`config.mk`:
```
export PLATFORM = sky130hd
export DESIGN_NAME = pwm_dual_decstep
export DESIGN_NICKNAME = d
export VERILOG_FILES = /design/src/rtl/pwm_decstep_pkg.sv /design/src/rtl/pwm_tick_source.sv /design/src/rtl/pwm_prescaler.sv /design/src/rtl/pwm_phase_channel.sv /design/src/rtl/pwm_dual_decstep.sv
export SDC_FILE = /design/constraint.sdc
export NUM_CORES = 1
export LEC_CHECK = 0
export BUFFER_PORTS_ARGS = -buffer_cell sky130_fd_sc_hd__buf_2
export CAP_MARGIN = 40
export CELL_PAD_IN_SITES_DETAIL_PLACEMENT = 1
export CELL_PAD_IN_SITES_GLOBAL_PLACEMENT = 2
export CORE_UTILIZATION = 38
export DETAILED_ROUTE_END_ITERATION = 12
export PLACE_DENSITY = 0.8
export SLEW_MARGIN = 20
export SYNTH_ARGS = -nofsm -noshare
export SYNTH_HDL_FRONTEND = slang
export SYNTH_HIERARCHICAL = 1
export SYNTH_SLANG_ARGS = --single-unit
```
`constraint.sdc`:
```
create_clock -name clk -period 1.9 [get_ports clk]
set_input_delay 0.475 -clock clk [delete_from_list [all_inputs] [get_ports clk]]
set_output_delay 0.475 -clock clk [all_outputs]
set_load 0.05 [all_outputs]
```
`src/rtl/pwm_decstep_pkg.sv`:
```
package pwm_decstep_pkg;

    // Per-channel sequencing states
    typedef enum logic [1:0] {
        CH_INIT = 2'd0,   // capture duty, load counters
        CH_IDLE = 2'd1,   // wait for a prescaler step
        CH_ADV  = 2'd2    // advance phase, update output
    } ch_state_t;

    localparam int NUM_CH = 2;

endpackage

```
`src/rtl/pwm_tick_source.sv`:
```
module pwm_tick_source #(
    parameter bit TICK_INTERNAL = 1'b0,
    parameter int TICK_DIV      = 4500
) (
    input  logic clk,
    input  logic rst_n,
    input  logic tick_ext,
    output logic tick_o
);

    generate
        if (TICK_INTERNAL) begin : g_internal
            localparam int DW = (TICK_DIV > 2) ? $clog2(TICK_DIV) : 1;
            logic [DW-1:0] div_q;

            always_ff @(posedge clk) begin
                if (!rst_n) begin
                    div_q  <= '0;
                    tick_o <= 1'b0;
                end else if (div_q == DW'(TICK_DIV - 1)) begin
                    div_q  <= '0;
                    tick_o <= 1'b1;
                end else begin
                    div_q  <= div_q + 1'b1;
                    tick_o <= 1'b0;
                end
            end

            AST_DIV_RANGE: assert property (@(posedge clk) disable iff (!rst_n)
                int'(div_q) < TICK_DIV);
        end else begin : g_external
            always_ff @(posedge clk) begin
                if (!rst_n) tick_o <= 1'b0;
                else        tick_o <= tick_ext;
            end
        end
    endgenerate

endmodule

```
`src/rtl/pwm_prescaler.sv`:
```
module pwm_prescaler #(
    parameter int RELOAD = 37
) (
    input  logic clk,
    input  logic rst_n,
    input  logic tick_i,
    output logic step_o
);

    localparam int CW = $clog2(RELOAD + 1);

    logic [CW-1:0] pre_q;

    always_ff @(posedge clk) begin
        if (!rst_n) begin
            pre_q  <= CW'(RELOAD);
            step_o <= 1'b0;
        end else if (tick_i) begin
            if (pre_q == CW'(1)) begin
                pre_q  <= CW'(RELOAD);
                step_o <= 1'b1;
            end else begin
                pre_q  <= pre_q - 1'b1;
                step_o <= 1'b0;
            end
        end else begin
            step_o <= 1'b0;
        end
    end

    initial begin
        AST_RELOAD_MIN: assert (RELOAD >= 2);
    end

    AST_PRE_RANGE: assert property (@(posedge clk) disable iff (!rst_n)
        (pre_q != '0) && (int'(pre_q) <= RELOAD));

    AST_STEP_NEEDS_TICK: assert property (@(posedge clk) disable iff (!rst_n)
        step_o |-> $past(tick_i));

    AST_NO_BACK_TO_BACK: assert property (@(posedge clk) disable iff (!rst_n)
        step_o |=> !step_o);

endmodule

```
`src/rtl/pwm_phase_channel.sv`:
```
module pwm_phase_channel
    import pwm_decstep_pkg::*;
#(
    parameter int STEPS  = 10,
    parameter int DUTY_W = 4
) (
    input  logic              clk,
    input  logic              rst_n,
    input  logic              step_i,
    input  logic [DUTY_W-1:0] duty_i,
    output logic              pwm_o
);

    localparam int PW = $clog2(STEPS + 1);

    ch_state_t     state_q, state_d;
    logic [PW-1:0] phase_q;
    logic [PW-1:0] phase_dec;
    logic [PW-1:0] shadow_q;
    logic [PW-1:0] duty_cl;

    // Saturate the requested duty at a full period
    always_comb begin
        if (int'(duty_i) > STEPS) duty_cl = PW'(STEPS);
        else                      duty_cl = PW'(duty_i);
    end

    assign phase_dec = phase_q - 1'b1;

    // State register
    always_ff @(posedge clk) begin
        if (!rst_n) state_q <= CH_INIT;
        else        state_q <= state_d;
    end

    // Transitions
    always_comb begin
        state_d = state_q;
        unique case (state_q)
            CH_INIT: state_d = CH_IDLE;
            CH_IDLE: if (step_i) state_d = CH_ADV;
            CH_ADV:  state_d = CH_IDLE;
            default: state_d = CH_INIT;
        endcase
    end

    // Datapath and output, driven by the current state
    always_ff @(posedge clk) begin
        if (!rst_n) begin
            phase_q  <= PW'(STEPS);
            shadow_q <= '0;
            pwm_o    <= 1'b0;
        end else begin
            unique case (state_q)
                CH_INIT: begin
                    phase_q  <= PW'(STEPS);
                    shadow_q <= duty_cl;
                    pwm_o    <= 1'b0;
                end
                CH_ADV: begin
                    pwm_o <= (phase_dec < shadow_q);
                    if (phase_dec == '0) begin
                        phase_q  <= PW'(STEPS);
                        shadow_q <= duty_cl;
                    end else begin
                        phase_q  <= phase_dec;
                    end
                end
                default: ;
            endcase
        end
    end

    AST_PHASE_RANGE: assert property (@(posedge clk) disable iff (!rst_n)
        (phase_q != '0) && (int'(phase_q) <= STEPS));

    AST_SHADOW_CLAMP: assert property (@(posedge clk) disable iff (!rst_n)
        int'(shadow_q) <= STEPS);

    AST_OUT_ONLY_ON_STEP: assert property (@(posedge clk) disable iff (!rst_n)
        (state_q != CH_ADV) |=> $stable(pwm_o));

    AST_SHADOW_HOLD: assert property (@(posedge clk) disable iff (!rst_n)
        (state_q == CH_IDLE) |=> $stable(shadow_q));

    AST_ZERO_DUTY_LOW: assert property (@(posedge clk) disable iff (!rst_n)
        (state_q == CH_ADV && shadow_q == '0) |=> !pwm_o);

    AST_FULL_DUTY_HIGH: assert property (@(posedge clk) disable iff (!rst_n)
        (state_q == CH_ADV && shadow_q == PW'(STEPS)) |=> pwm_o);

    AST_WRAP_RELOADS: assert property (@(posedge clk) disable iff (!rst_n)
        (state_q == CH_ADV && phase_q == PW'(1)) |=> (phase_q == PW'(STEPS)));

endmodule

```
`src/rtl/pwm_dual_decstep.sv`:
```
module pwm_dual_decstep
    import pwm_decstep_pkg::*;
#(
    parameter bit TICK_INTERNAL = 1'b0,
    parameter int TICK_DIV      = 4500,
    parameter int RELOAD_A      = 37,
    parameter int RELOAD_B      = 16,
    parameter int STEPS         = 10,
    parameter int DUTY_W        = 4
) (
    input  logic              clk,
    input  logic              rst_n,
    input  logic              tick_in,
    input  logic [DUTY_W-1:0] duty_a,
    input  logic [DUTY_W-1:0] duty_b,
    output logic              pwm_a,
    output logic              pwm_b
);

    logic                            tick;
    logic [NUM_CH-1:0][DUTY_W-1:0]   duty_v;
    logic [NUM_CH-1:0]               step_v;
    logic [NUM_CH-1:0]               pwm_v;

    assign duty_v[0] = duty_a;
    assign duty_v[1] = duty_b;
    assign pwm_a     = pwm_v[0];
    assign pwm_b     = pwm_v[1];

    pwm_tick_source #(
        .TICK_INTERNAL (TICK_INTERNAL),
        .TICK_DIV      (TICK_DIV)
    ) u_tick (
        .clk      (clk),
        .rst_n    (rst_n),
        .tick_ext (tick_in),
        .tick_o   (tick)
    );

    generate
        for (genvar g = 0; g < NUM_CH; g++) begin : g_ch
            localparam int RL = (g == 0) ? RELOAD_A : RELOAD_B;

            pwm_prescaler #(
                .RELOAD (RL)
            ) u_pre (
                .clk    (clk),
                .rst_n  (rst_n),
                .tick_i (tick),
                .step_o (step_v[g])
            );

            pwm_phase_channel #(
                .STEPS  (STEPS),
                .DUTY_W (DUTY_W)
            ) u_ch (
                .clk    (clk),
                .rst_n  (rst_n),
                .step_i (step_v[g]),
                .duty_i (duty_v[g]),
                .pwm_o  (pwm_v[g])
            );
        end
    endgenerate

endmodule

```
# Word-level counts from Yosys, hierarchy flattened
# Cells that the tools add are included.
dict set report totals {
  regBits 36
  in_bits 11
  out_inout_bits 2
  wordCells 62
}
dict set report op_classes {
  add_sub_neg 4
  order_cmp 4
  n_eq_ne 10
  mux 20
  reduce_logical 11
}
# cell count
set ops {}
lappend ops {{$pmux 4 s2} 4}
lappend ops {{$mux 4} 6}
lappend ops {{$gt 4x4->1 const B} 2}
lappend ops {{$logic_not 4->1} 2}
lappend ops {{$lt 4x4->1} 2}
lappend ops {{$pmux 2 s2} 2}
lappend ops {{$sub 4x1->4 const B} 2}
lappend ops {{$eq 6x1->1 const B} 1}
lappend ops {{$mux 6} 1}
lappend ops {{$reduce_and 2->1} 3}
lappend ops {{$sub 6x1->6 const B} 1}
lappend ops {{$eq 5x1->1 const B} 1}
lappend ops {{$mux 5} 1}
lappend ops {{$sub 5x1->5 const B} 1}
lappend ops {{$eq 2x1->1 const B} 2}
lappend ops {{$eq 2x2->1 const B} 2}
lappend ops {{$logic_not 2->1} 2}
lappend ops {{$mux 2} 2}
lappend ops {{$ne 2x1->1 const B} 2}
lappend ops {{$ne 2x2->1 const B} 2}
lappend ops {{$pmux 1 s2} 2}
lappend ops {{$reduce_bool 2->1} 2}
lappend ops {{$reduce_or 2->1} 2}
lappend ops {{$mux 1} 2}

# Longest topological paths before layout
dict set report depth {
  ltp_word 4
  ltp_mapped 8
  depth_no_buf 8
}

# By module
# The synthesis kept the hierarchy.
# mod instances cells_each area_per_inst_um2
set modules_own_cells {}
lappend modules_own_cells {pwm_phase_channel 2 71 666.9}
lappend modules_own_cells {{pwm_prescaler (g_ch[0].u_pre)} 1 33 320.3}
lappend modules_own_cells {{pwm_prescaler (g_ch[1].u_pre)} 1 26 281.5}
lappend modules_own_cells {pwm_tick_source 1 2 26.3}

# Least setup slack after synthesis
# No wires, ideal clock.
dict set report synth_path {
  path_type {register -> register}
  startpoint {reg g_ch[0].u_ch.phase_q[0]}
  endpoint {reg g_ch[0].u_ch.pwm_o}
  t_arrival_ps 1538
  slack_ps 245
  path_stages_with_launch 9
  path_buffers 0
  synth_period_minus_slack_ps 1655
  cell_sequence {dfxtp_1 > inv_1 > ha_1 > inv_1 > ha_1 > a21boi_0 > o21a_1 > o21ai_1 > a32o_1}
}
dict set report synth_between {
  elab_chain_len 3
}
# element line_no
set synth_lines {}
lappend synth_lines {{from (decl)} pwm_phase_channel.sv:17} ;# logic [PW-1:0] phase_q;
lappend synth_lines {{from (signal assigned)} pwm_phase_channel.sv:50} ;# phase_q <= PW'(STEPS);
lappend synth_lines {{from (signal assigned)} pwm_phase_channel.sv:56} ;# phase_q <= PW'(STEPS);
lappend synth_lines {{from (signal assigned)} pwm_phase_channel.sv:63} ;# phase_q <= PW'(STEPS);
lappend synth_lines {{$sub 4x1->4} pwm_phase_channel.sv:28} ;# assign phase_dec = phase_q - 1'b1;
lappend synth_lines {{$lt 4x4->1} pwm_phase_channel.sv:61} ;# pwm_o <= (phase_dec < shadow_q);
lappend synth_lines {{$pmux 1 s2} pwm_phase_channel.sv:54} ;# unique case (state_q)
lappend synth_lines {{to (signal assigned)} pwm_phase_channel.sv:61}
lappend synth_lines {{to (decl)} pwm_phase_channel.sv:11} ;# output logic pwm_o
# No other way between the ends.
# A chain may end at the register's enable or synchronous reset.

# Final worst setup path
dict set report layout_path {
  startpoint {reg g_ch[0].u_ch.phase_q[1]}
  endpoint {reg g_ch[0].u_ch.pwm_o}
}
# Same word-level chain as after synthesis.

==> results.yml <==
outcome:
  status: "finished, final reports clean"
power_and_ir_drop:
  p_total_mw: 1.647
  power_frac_clock_pct: 42.0
  netSwitchingPower_uw: 396.6
  pwr-share-seq_pct: 48.9
  internal-power_mw: 1.251
  p_leak_nw: 1.065
  vdd_drop_max_mv: 0.4702
  comb_power_share_pct: 9.0
  power_density_nw_per_um2: 736.8
  swShare_pct: 24.07
timing:
  hold_viol: 0
  holdWs_ns: 0.3819
  fin_crit_sh_pct: 92.62
  drv_slew: 0
  fin_crit_ns: 1.760
  skew_ns: 0.003046
  setup_slack_ns: 0.1403
  max_slew_margin_pct: 72.42
  max_freq_mhz: 568.3
  finalSetupViolations: 0
  fin_tns_setup_ns: 0
  rsz0062_at_grt: "false"
  tightest_slew_ns: 0.4083
cts:
  numCtsBuffers: 5
  clock_latency_ns: 0.29
  cts_root_buf: "clkbuf_8"
  cts.path.max_buffers: 2
  clk_pin_slew_worst_paths_ns: 0.08
  cts.sinks: 36
  cts_hold_buffers: 0
  htreeDepth: 2
  cts_tree: "built"
layout:
  fill_cells: 575
  final_cells: 290
  antenna-diode-count: 0
  drive_gt1_share_pct: 18.39
  register_area_um2: 723.2
  syn2layout_area_growth_pct: 13.97
  nets: 247
  fin_util_pct: 46.12
  stdcell_area_um2: 2236
  multi_input_comb_area_um2: 1134
yosys:
  ys_warn_count: 6
  synth_edf_count: 0
  synth_top_area_share_pct: 36.73
  synthTopCellsByCount: "dfxtp_1, nand2_1, inv_1, ha_1, mux2i_1"
  synth.avg_cell_area_um2: 9.664
  synthDistinctLibCells: 49
  yosysMostFrequentCell: "dfxtp_1"
  ys.flop_type: "dfxtp_1"
  synth_nets: 228
  synthesis.area_um2: 1962
  netlist_instances: 203
  ys_top_cells_by_area: "dfxtp_1, ha_1, mux2i_1"
  ys_seq_elements: 36
  yosysTopAreaCell: "dfxtp_1"
  seq_area_frac_synth_pct: 36.73
  synth-async-reset-ratio_pct: 0
route:
  first_pass_iters: 4
  drtAntennaViolNets: 0
  wl_per_cell_um: 13.60
  drt-initial-drc-count: 59
  drc: 0
  dr_total_vias: 1475
  drt-total-wl_um: 3944
  via_per_inst: 5.086
die:
  dieHeight_um: 73.85
  rows: 25
  die_x_um: 73.85
  design.core.area_um2: 4848
  io_pins: 13
  start_util_pct: 40.46
  die_area_um2: 5454
worst_setup_path:
  arrival_ns: 1.94
  critPathLaunchType: "register"
  crit_required_ns: 2.08
  crit_type: "register to register"
  cp_max_fo: 3
  cp-end-kind: "register"
placement:
  dp_worst_setup_slack_ns: 0.1022
  io_buffers: 12
  place_congestion: 0.8327
  dpl.cell_count: 282
  placed_area_um2: 2118
  place_hpwl_um: 3049
global_routing:
  grt_pass1_wl_um: 6872
  grt_usage_pct: 16.58
  antenna_found_initial: 0
  grt_max_degree: 14
  grt_remaining_overflow: 0
  grt_pass1_vias: 1458
job:
  maxCapViolCount: 0
min_path:
  hold_class: "primary input to register"
## cells in the final DEF (no fill, tap or decap), types with 4 or more instances in the layout
| cell type | Yosys | layout |
|---|---|---|
| ha_1 | 14 | 14 |
| nand2_1 | 21 | 21 |
| nand4b_1 | 4 | 4 |
| nor2b_1 | 4 | 4 |
| mux2i_1 | 8 | 8 |
| o21ai_0 | 7 | 7 |
| nor2_1 | 6 | 6 |
| xnor2_1 | 6 | 6 |
| and2_1 | 4 | 4 |
| dfxtp_1 | 36 | 34 |
| and3_1 | 5 | 5 |
| clkbuf_8 | 0 | 5 |
| inv_1 | 20 | 20 |
| buf_4 | 2 | 6 |
| buf_2 | 2 | 12 |
| xor2_1 | 5 | 5 |
## what timing repair did
action                     in CTS  in global routing
setup endpoints to repair       0                  2
resized for setup               0                  2
setup buffers                   0                  0
## metal layers
metal,track usage (%),part of all wire (%)
met5,0,0
met4,5.769,0.79
met3,3.292,1.9
met2,27.01,50
met1,21.76,47
## registers in the layout, indices dropped and copies added (netlist names)
name                cells
g_ch.u_pre/pre_q       11
g_ch.u_ch/phase_q       8
g_ch.u_ch/shadow_q      8
g_ch.u_ch/state_q       4
g_ch.u_ch/pwm_o         2
g_ch.u_pre/step_o       2
u_tick/tick_o           1
## final cells by class
cell class | count | share of cell area (%)
well taps | 67 | 3.749
inverters | 20 | 3.358
flip-flops and latches | 36 | 32.34
repair buffers | 18 | 4.701
clock inverters | 3 | 2.071
clock buffers | 5 | 3.078
multi-input cells | 141 | 50.70
## power by group through the flow
stage               clock, mW  sequential, mW  combinational, mW
finish                  0.692           0.806              0.149
global route            0.745           0.811              0.170
CTS                     0.719           0.807              0.151
detailed placement          0           0.825              0.150
global placement            0           0.823              0.144
floorplan                   0           0.820              0.106
## final timing paths
kind	start	end	slack [ns]	cells past startpoint
worst max-delay path	g_ch[0].u_ch/phase_q[1]	g_ch[0].u_ch/pwm_o	0.14	8
worst min-delay path	tick_in	u_tick/tick_o	0.38	2
worst max register to register	g_ch[0].u_ch/phase_q[1]	g_ch[0].u_ch/pwm_o	0.14	8
worst min register to register	g_ch[1].u_ch/shadow_q[2]	g_ch[1].u_ch/shadow_q[2]	0.46	2
## cell families (layout without fill, tap and decap cells)
family                     count (synthesis)  in the layout  share of synthesized area (%)
buffers and inverters                     26             46                          5.485
AOI/OAI and AO/OA                         36             36                          14.67
adders and majority gates                 14             14                          8.929
DFF                                       36             36                          36.73
xor gates and xnor gates                  13             13                          6.569
muxes                                      8              8                          4.082
and+or+nand+nor                           70             70                          23.53
## worst max-delay path, stage by stage (launching register included)
cell      delay, ns
dfxtp_1        0.38
inv_1          0.09
ha_1           0.31
inv_1          0.05
ha_1           0.26
a21boi_0       0.17
o21a_1         0.13
o21ai_1        0.06
a32o_1         0.21
(Power assumes the default switching activity.)
